**config.mk**
```make
export PLATFORM = sky130hd
export DESIGN_NAME = sc_core
export DESIGN_NICKNAME = d
export VERILOG_FILES = /design/src/rtl/sc_core_pkg.sv /design/src/rtl/sc_main_dec.sv /design/src/rtl/sc_alu_dec.sv /design/src/rtl/sc_alu.sv /design/src/rtl/sc_regfile.sv /design/src/rtl/sc_next_pc.sv /design/src/rtl/sc_core.sv
export SDC_FILE = /design/constraint.sdc
export NUM_CORES = 2
export LEC_CHECK = 0
export ABC_AREA = 1
export BUFFER_PORTS_ARGS = -buffer_cell sky130_fd_sc_hd__buf_4
export CORE_UTILIZATION = 47
export DETAILED_ROUTE_END_ITERATION = 7
export PLACE_DENSITY = 0.62
export SLEW_MARGIN = 40
export SYNTH_ARGS = -nofsm -noshare
export SYNTH_HDL_FRONTEND = slang
export SYNTH_HIERARCHICAL = 1
export SYNTH_SLANG_ARGS = --single-unit
```
**constraint.sdc**
```tcl
create_clock -name clk_i -period 11.21 [get_ports clk_i]
set_input_delay 1.6815 -clock clk_i [delete_from_list [all_inputs] [get_ports clk_i]]
set_output_delay 1.6815 -clock clk_i [all_outputs]
set_load 0.01 [all_outputs]
```
**src/rtl/sc_core_pkg.sv**
```systemverilog
package sc_core_pkg;
  localparam int unsigned OP_W    = 6;
  localparam int unsigned FN_W    = 6;
  localparam int unsigned RA_W    = 5;
  localparam int unsigned IMM_W   = 16;
  localparam int unsigned JADDR_W = 26;

  typedef enum logic [OP_W-1:0] {
    OP_RTYPE = 6'h00,
    OP_J     = 6'h02,
    OP_BEQ   = 6'h04,
    OP_ADDI  = 6'h08,
    OP_LW    = 6'h23,
    OP_SW    = 6'h2B
  } opcode_e;

  typedef enum logic [FN_W-1:0] {
    FN_ADD = 6'h20,
    FN_SUB = 6'h22,
    FN_AND = 6'h24,
    FN_OR  = 6'h25,
    FN_SLT = 6'h2A
  } funct_e;

  // ALU class chosen by the opcode decoder
  typedef enum logic [1:0] {
    CLS_ADD   = 2'b00,
    CLS_SUB   = 2'b01,
    CLS_FUNCT = 2'b10
  } alu_cls_e;

  // bit 2 = invert B with carry-in, bits 1:0 = result select
  typedef enum logic [2:0] {
    ALU_AND = 3'b000,
    ALU_OR  = 3'b001,
    ALU_ADD = 3'b010,
    ALU_SUB = 3'b110,
    ALU_SLT = 3'b111
  } alu_op_e;

  typedef struct packed {
    logic     reg_we;
    logic     dst_rd;
    logic     src_imm;
    logic     branch;
    logic     mem_we;
    logic     wb_mem;
    logic     jump;
    alu_cls_e cls;
  } ctrl_t;

  localparam ctrl_t CTRL_NOP = '{
    reg_we: 1'b0, dst_rd: 1'b0, src_imm: 1'b0, branch: 1'b0,
    mem_we: 1'b0, wb_mem: 1'b0, jump: 1'b0, cls: CLS_ADD
  };
endpackage

```
**src/rtl/sc_main_dec.sv**
```systemverilog
module sc_main_dec
  import sc_core_pkg::*;
(
  input  logic [OP_W-1:0] op_i,
  output ctrl_t           ctrl_o,
  output logic            op_ok_o
);
  always_comb begin
    ctrl_o  = CTRL_NOP;
    op_ok_o = 1'b1;
    case (op_i)
      OP_RTYPE: begin
        ctrl_o.reg_we = 1'b1;
        ctrl_o.dst_rd = 1'b1;
        ctrl_o.cls    = CLS_FUNCT;
      end
      OP_LW: begin
        ctrl_o.reg_we  = 1'b1;
        ctrl_o.src_imm = 1'b1;
        ctrl_o.wb_mem  = 1'b1;
      end
      OP_SW: begin
        ctrl_o.src_imm = 1'b1;
        ctrl_o.mem_we  = 1'b1;
      end
      OP_BEQ: begin
        ctrl_o.branch = 1'b1;
        ctrl_o.cls    = CLS_SUB;
      end
      OP_ADDI: begin
        ctrl_o.reg_we  = 1'b1;
        ctrl_o.src_imm = 1'b1;
      end
      OP_J: begin
        ctrl_o.jump = 1'b1;
      end
      default: op_ok_o = 1'b0;  // no-op
    endcase
  end
endmodule

```
**src/rtl/sc_alu_dec.sv**
```systemverilog
module sc_alu_dec
  import sc_core_pkg::*;
(
  input  alu_cls_e        cls_i,
  input  logic [FN_W-1:0] funct_i,
  output logic [2:0]      alu_op_o,
  output logic            funct_ok_o
);
  always_comb begin
    alu_op_o   = ALU_ADD;
    funct_ok_o = 1'b1;
    case (cls_i)
      CLS_ADD: alu_op_o = ALU_ADD;
      CLS_SUB: alu_op_o = ALU_SUB;
      default: begin
        case (funct_i)
          FN_ADD:  alu_op_o = ALU_ADD;
          FN_SUB:  alu_op_o = ALU_SUB;
          FN_AND:  alu_op_o = ALU_AND;
          FN_OR:   alu_op_o = ALU_OR;
          FN_SLT:  alu_op_o = ALU_SLT;
          default: funct_ok_o = 1'b0;
        endcase
      end
    endcase
  end
endmodule

```
**src/rtl/sc_alu.sv**
```systemverilog
module sc_alu #(
  parameter int unsigned W = 32
) (
  input  logic [W-1:0] a_i,
  input  logic [W-1:0] b_i,
  input  logic [2:0]   op_i,
  output logic [W-1:0] y_o,
  output logic         zero_o
);
  logic [W-1:0] b_eff;
  logic [W-1:0] sum;

  assign b_eff = op_i[2] ? ~b_i : b_i;
  assign sum   = a_i + b_eff + {{(W-1){1'b0}}, op_i[2]};

  always_comb begin
    case (op_i[1:0])
      2'b00:   y_o = a_i & b_eff;
      2'b01:   y_o = a_i | b_eff;
      2'b10:   y_o = sum;
      default: y_o = {{(W-1){1'b0}}, sum[W-1]};
    endcase
  end

  assign zero_o = (y_o == '0);
endmodule

```
**src/rtl/sc_regfile.sv**
```systemverilog
module sc_regfile #(
  parameter int unsigned W  = 32,
  parameter int unsigned N  = 32,
  parameter int unsigned RP = 2,
  localparam int unsigned AW = $clog2(N)
) (
  input  logic                  clk_i,
  input  logic                  rst_ni,
  input  logic [RP-1:0][AW-1:0] ra_i,
  output logic [RP-1:0][W-1:0]  rd_o,
  input  logic                  we_i,
  input  logic [AW-1:0]         wa_i,
  input  logic [W-1:0]          wd_i
);
  logic [W-1:0] regs [N];

  always_ff @(posedge clk_i or negedge rst_ni) begin
    if (!rst_ni) begin
      for (int i = 0; i < N; i++) regs[i] <= '0;
    end else if (we_i && (wa_i != '0)) begin
      regs[wa_i] <= wd_i;
    end
  end

  for (genvar p = 0; p < RP; p++) begin : g_rd
    assign rd_o[p] = (ra_i[p] == '0) ? '0 : regs[ra_i[p]];
  end
endmodule

```
**src/rtl/sc_next_pc.sv**
```systemverilog
module sc_next_pc
  import sc_core_pkg::*;
#(
  parameter int unsigned W = 32
) (
  input  logic [W-1:0]       pc_i,
  input  logic [W-1:0]       imm_i,
  input  logic [JADDR_W-1:0] jaddr_i,
  input  logic               take_br_i,
  input  logic               jump_i,
  output logic [W-1:0]       next_o
);
  localparam int unsigned SEG_W = W - JADDR_W - 2;

  logic [W-1:0] pc_plus4;
  logic [W-1:0] br_tgt;
  logic [W-1:0] jmp_tgt;

  assign pc_plus4 = pc_i + W'(4);
  assign br_tgt   = pc_plus4 + (imm_i << 2);
  assign jmp_tgt  = {pc_plus4[W-1 -: SEG_W], jaddr_i, 2'b00};

  always_comb begin
    if (jump_i)         next_o = jmp_tgt;
    else if (take_br_i) next_o = br_tgt;
    else                next_o = pc_plus4;
  end
endmodule

```
**src/rtl/sc_core.sv**
```systemverilog
module sc_core
  import sc_core_pkg::*;
#(
  parameter int unsigned    XLEN     = 32,
  parameter int unsigned    NREGS    = 32,
  parameter logic [XLEN-1:0] RESET_PC = '0
) (
  input  logic            clk_i,
  input  logic            rst_ni,
  output logic [XLEN-1:0] imem_addr_o,
  input  logic [XLEN-1:0] imem_rdata_i,
  output logic [XLEN-1:0] dmem_addr_o,
  output logic [XLEN-1:0] dmem_wdata_o,
  output logic            dmem_we_o,
  input  logic [XLEN-1:0] dmem_rdata_i
);
  localparam int unsigned RF_AW = $clog2(NREGS);

  logic [XLEN-1:0] pc_q, pc_d;

  logic [OP_W-1:0]    f_op;
  logic [RA_W-1:0]    f_rs, f_rt, f_rd;
  logic [FN_W-1:0]    f_fn;
  logic [IMM_W-1:0]   f_imm;
  logic [JADDR_W-1:0] f_jaddr;
  logic [4:0]         unused_shamt;

  assign f_op         = imem_rdata_i[31:26];
  assign f_rs         = imem_rdata_i[25:21];
  assign f_rt         = imem_rdata_i[20:16];
  assign f_rd         = imem_rdata_i[15:11];
  assign unused_shamt = imem_rdata_i[10:6];
  assign f_fn         = imem_rdata_i[5:0];
  assign f_imm        = imem_rdata_i[15:0];
  assign f_jaddr      = imem_rdata_i[25:0];

  ctrl_t      ctrl;
  logic       op_ok;
  logic [2:0] alu_op;
  logic       funct_ok;

  sc_main_dec u_main_dec (
    .op_i    (f_op),
    .ctrl_o  (ctrl),
    .op_ok_o (op_ok)
  );

  sc_alu_dec u_alu_dec (
    .cls_i      (ctrl.cls),
    .funct_i    (f_fn),
    .alu_op_o   (alu_op),
    .funct_ok_o (funct_ok)
  );

  // illegal funct suppresses the write of an otherwise valid R-type
  logic legal;
  assign legal = op_ok & ((ctrl.cls != CLS_FUNCT) | funct_ok);

  logic [XLEN-1:0] sext_imm;
  assign sext_imm = {{(XLEN-IMM_W){f_imm[IMM_W-1]}}, f_imm};

  logic [1:0][RF_AW-1:0] rf_ra;
  logic [1:0][XLEN-1:0]  rf_rd;
  logic [XLEN-1:0]       rs_val, rt_val;
  logic                  rf_we;
  logic [RF_AW-1:0]      rf_wa;
  logic [XLEN-1:0]       rf_wd;

  assign rf_ra[0] = RF_AW'(f_rs);
  assign rf_ra[1] = RF_AW'(f_rt);
  assign rs_val   = rf_rd[0];
  assign rt_val   = rf_rd[1];

  logic [XLEN-1:0] alu_b, alu_y;
  logic            alu_zero;

  assign alu_b = ctrl.src_imm ? sext_imm : rt_val;

  sc_alu #(.W(XLEN)) u_alu (
    .a_i    (rs_val),
    .b_i    (alu_b),
    .op_i   (alu_op),
    .y_o    (alu_y),
    .zero_o (alu_zero)
  );

  assign rf_we = ctrl.reg_we & legal;
  assign rf_wa = ctrl.dst_rd ? RF_AW'(f_rd) : RF_AW'(f_rt);
  assign rf_wd = ctrl.wb_mem ? dmem_rdata_i : alu_y;

  sc_regfile #(.W(XLEN), .N(NREGS), .RP(2)) u_rf (
    .clk_i  (clk_i),
    .rst_ni (rst_ni),
    .ra_i   (rf_ra),
    .rd_o   (rf_rd),
    .we_i   (rf_we),
    .wa_i   (rf_wa),
    .wd_i   (rf_wd)
  );

  sc_next_pc #(.W(XLEN)) u_npc (
    .pc_i      (pc_q),
    .imm_i     (sext_imm),
    .jaddr_i   (f_jaddr),
    .take_br_i (ctrl.branch & alu_zero),
    .jump_i    (ctrl.jump),
    .next_o    (pc_d)
  );

  always_ff @(posedge clk_i or negedge rst_ni) begin
    if (!rst_ni) pc_q <= RESET_PC;
    else         pc_q <= pc_d;
  end

  assign imem_addr_o  = pc_q;
  assign dmem_addr_o  = alu_y;
  assign dmem_wdata_o = rt_val;
  assign dmem_we_o    = ctrl.mem_we;
endmodule

```
==> flow_summary.toml <==
[run_status]
run_status = "finished clean"

[worst_setup_path]
type_of_destination_of_the_critical_path = "output port"
regToRegEndpoint = "imem_addr_o[7]"
worst_setup_path_startpoint = "imem_rdata_i[16]"
worst_r2r_path_depth = 36
critical_path_peak_fanout = 120
critical_path_required_ns = 9.53
worst_setup_path_endpoint = "dmem_addr_o[0]"
worst-r2r-setup-slack_ns = 5.04
timing.critical_path.slowest_cell_delay_ns = 0.63
cp_data_arrival_time_ns = 6.98
critPathTopFamily = "buffers and inverters"
cp.buffers_inverters = 7
worstSetupStartpointType = "primary input"
cpMaxStageDelayCell = "inv_8"
timing.setup.critical_path_class = "in2out"
r2r_start = "u_rf/regs[71]"
critical_path_depth = 25
top_cell_by_count_worst_path = "nand2_1"

[pwr]
power_density_nw_per_um2 = 150
maximum_vdd_drop_mv = 0.153
static_leakage_nw = 35.3
design_power_total_mw = 11.0

[sta]
maxSlewViolCount = 0
fin_hold_ws_ns = 0.403
setup_viol = 0
grt_setup_unrepaired = "false"
fin_crit_ns = 8.66
worst-slew-pin-transition_ns = 0.997
maxSlewHeadroom_pct = 33.6
finalSetupTns_ns = 0
skew_ns = 0.0892
fin_crit_sh_pct = 77.2
final-hold-violation-count = 0
achievable_freq_ghz = 0.115

[logic_synthesis]
postSynth.topFlopCell = "dfrtp_1"
yosysSeqAreaShare_pct = 39.3
syn-mean-instance-area_um2 = 6.54
synthesis.nets = 10500
asyncSetResetFlopFracSynth_pct = 100
yosysWarnings = 6
cell_area_after_technology_mapping_um2 = 67200
number_of_synthesized_flops_with_an_enable_pin = 0
postSynthCellCount = 10300
number_of_register_bits_inferred_by_synthesis = 1056
synth_cell_types = 48

[detailed_routing]
drt-vias-per-instance = 5.78
routed-via-count = 68800
drt_first_iter_violations = 8516
ant_nets = 0
route.detailed.drc = 0
routed_wl_per_cell_um = 22.7
drt_first_pass_iters = 6
detail_route.wirelength_um = 270000

[cts]
cts_hold_repair.buffers = 0
cts.htree.levels = 3
clock_root_buffer = "clkbuf_16"
post_cts_repair_setup_buffers = 0
postCtsResizedCells = 0
path_clk_slew_ns = 0.06
ctsLongestPathBuffers = 3
insertion_delay_ns = 0.81
num_cts_buffers = 119
tritoncts = "yes"
numClockSinks = 1056

[layout]
fillers = 14300
finalInstanceArea_um2 = 73500
sequential_cell_area_um2 = 26400
layout.cells.most_common_list = "nand2_1, nand3_1, dfrtp_1"
multi_input_comb_area_um2 = 35300
finalNonFillerCells = 11900
final_layout_size_suffix_gt1_share_pct = 6.92
flow.area_growth_from_synthesis_pct = 9.34
layout_commonest_cell = "nand2_1"
design.final.nets = 10100

[global_routing]
largest_net_degree_at_the_start_of_global_routing = 171
number_of_global_route_vias_before_repair = 64100
grt_pass1_wl_um = 408000
groute.usage.overall_pct = 36.7
antenna_found_initial = 3
total_gr_overflow = 0

[die]
die_h_um = 380
initial_utilization_pct = 47.4
io_pins = 163
die_w_um = 380
die-area_um2 = 145000
core_region_area_um2 = 142000
row_count = 138

[place]
portBuffers = 162
dpl.hpwl_um = 162000
numPlacedInstances = 11700
place_congestion = 1.02
dpl-instance-area_um2 = 69000

[worst_hold_path]
worst_hold_path.num_cells = 0
timing.hold.worst.class = "reg2reg"

[job]
max_cap_viol_count = 0
[state kept, by name, summed over array words and instances (netlist names)]
name,cells
u_rf/regs,1024
imem_addr_o,32
[worst register-to-register path: cells and delay by family, from the launching register on]
family	cells	cell delay, ns
buf+inv	7	1.27
compound gates	4	0.86
xor+xnor	1	0.19
fa+ha+maj	1	0.37
simple gates	23	3.03
flops	1	0.37
[power by group]
part / total, mW / switching [mW] / internal, mW
Combinational: 2.77 / 2.08 / 0.696
Sequential: 3.97 / 0.0886 / 3.88
Clock: 4.29 / 1.74 / 2.55
[worst min path at each step]
stage | endpoint | startpoint | slack (ns)
2_1_floorplan | u_rf/regs[1000] | u_rf/regs[1000] | 0.45
3_3_place_gp | u_rf/regs[1016] | u_rf/regs[1016] | 0.39
3_5_place_dp | u_rf/regs[1017] | u_rf/regs[1017] | 0.39
4_1_cts | u_rf/regs[992] | u_rf/regs[992] | 0.40
5_1_grt | u_rf/regs[1004] | u_rf/regs[1004] | 0.41
6_report | u_rf/regs[1001] | u_rf/regs[1001] | 0.40
[stage by stage]
step	setup slack (ns)	util [%]
after floorplan	4.64	-
after global placement	2.38	48.5
after detailed placement	2.42	48.7
after CTS	2.76	51.7
after global routing	2.20	51.9
final	2.55	51.9
[cell usage after synthesis (18+ instances only)]
master / n / share of area (%)
o21ai_0: 633 / 4.7
clkbuf_1: 511 / 2.9
buf_4: 42 / 0.47
xnor2_1: 42 / 0.55
buf_2: 145 / 1.1
inv_1: 574 / 3.2
nor2_2: 19 / 0.18
nand2_1: 3642 / 20
buf_1: 80 / 0.45
dfrtp_1: 1056 / 39
o21ai_1: 30 / 0.22
ha_1: 101 / 1.9
o22ai_1: 26 / 0.24
nor2_1: 960 / 5.4
nand2_2: 32 / 0.30
o211ai_1: 18 / 0.20
nand3_1: 1497 / 11
nand4_1: 22 / 0.20
a21oi_1: 680 / 5.1
[cell type report]
cell class                      instances  area share, %
Tap cell                             1890           3.22
Clock buffer                          157           4.50
Sequential cell                      1056           35.9
Clock inverter                         63           1.34
Inverter                              599           3.13
Multi-Input combinational cell       7838           48.0
Antenna cell                            1        0.00340
Timing Repair Buffer                  294           3.87
[layer usage]
layer / up-vias / part of all wire [%] / track usage [%]
met1: 32300 / 41 / 49.0
met3: 713 / 9.2 / 5.82
met2: 3568 / 44 / 57.1
met4: 4 / 6.1 / 19.8
li1: 32200 / - / -
met5: - / 0.0085 / 0
[kinds of logic (layout without fill, tap and decap cells)]
logic type	after synthesis	count (layout)	share of synthesized area, %
DFF	1056	1056	39.3
other	0	1	0
and+or+nand+nor	6252	6252	38.7
xor gates and xnor gates	57	57	0.754
AOI/OAI and AO/OA	1426	1426	10.9
buffers and inverters	1391	1113	8.40
adders and majority gates	103	103	1.94
(Power assumes the default switching activity.)
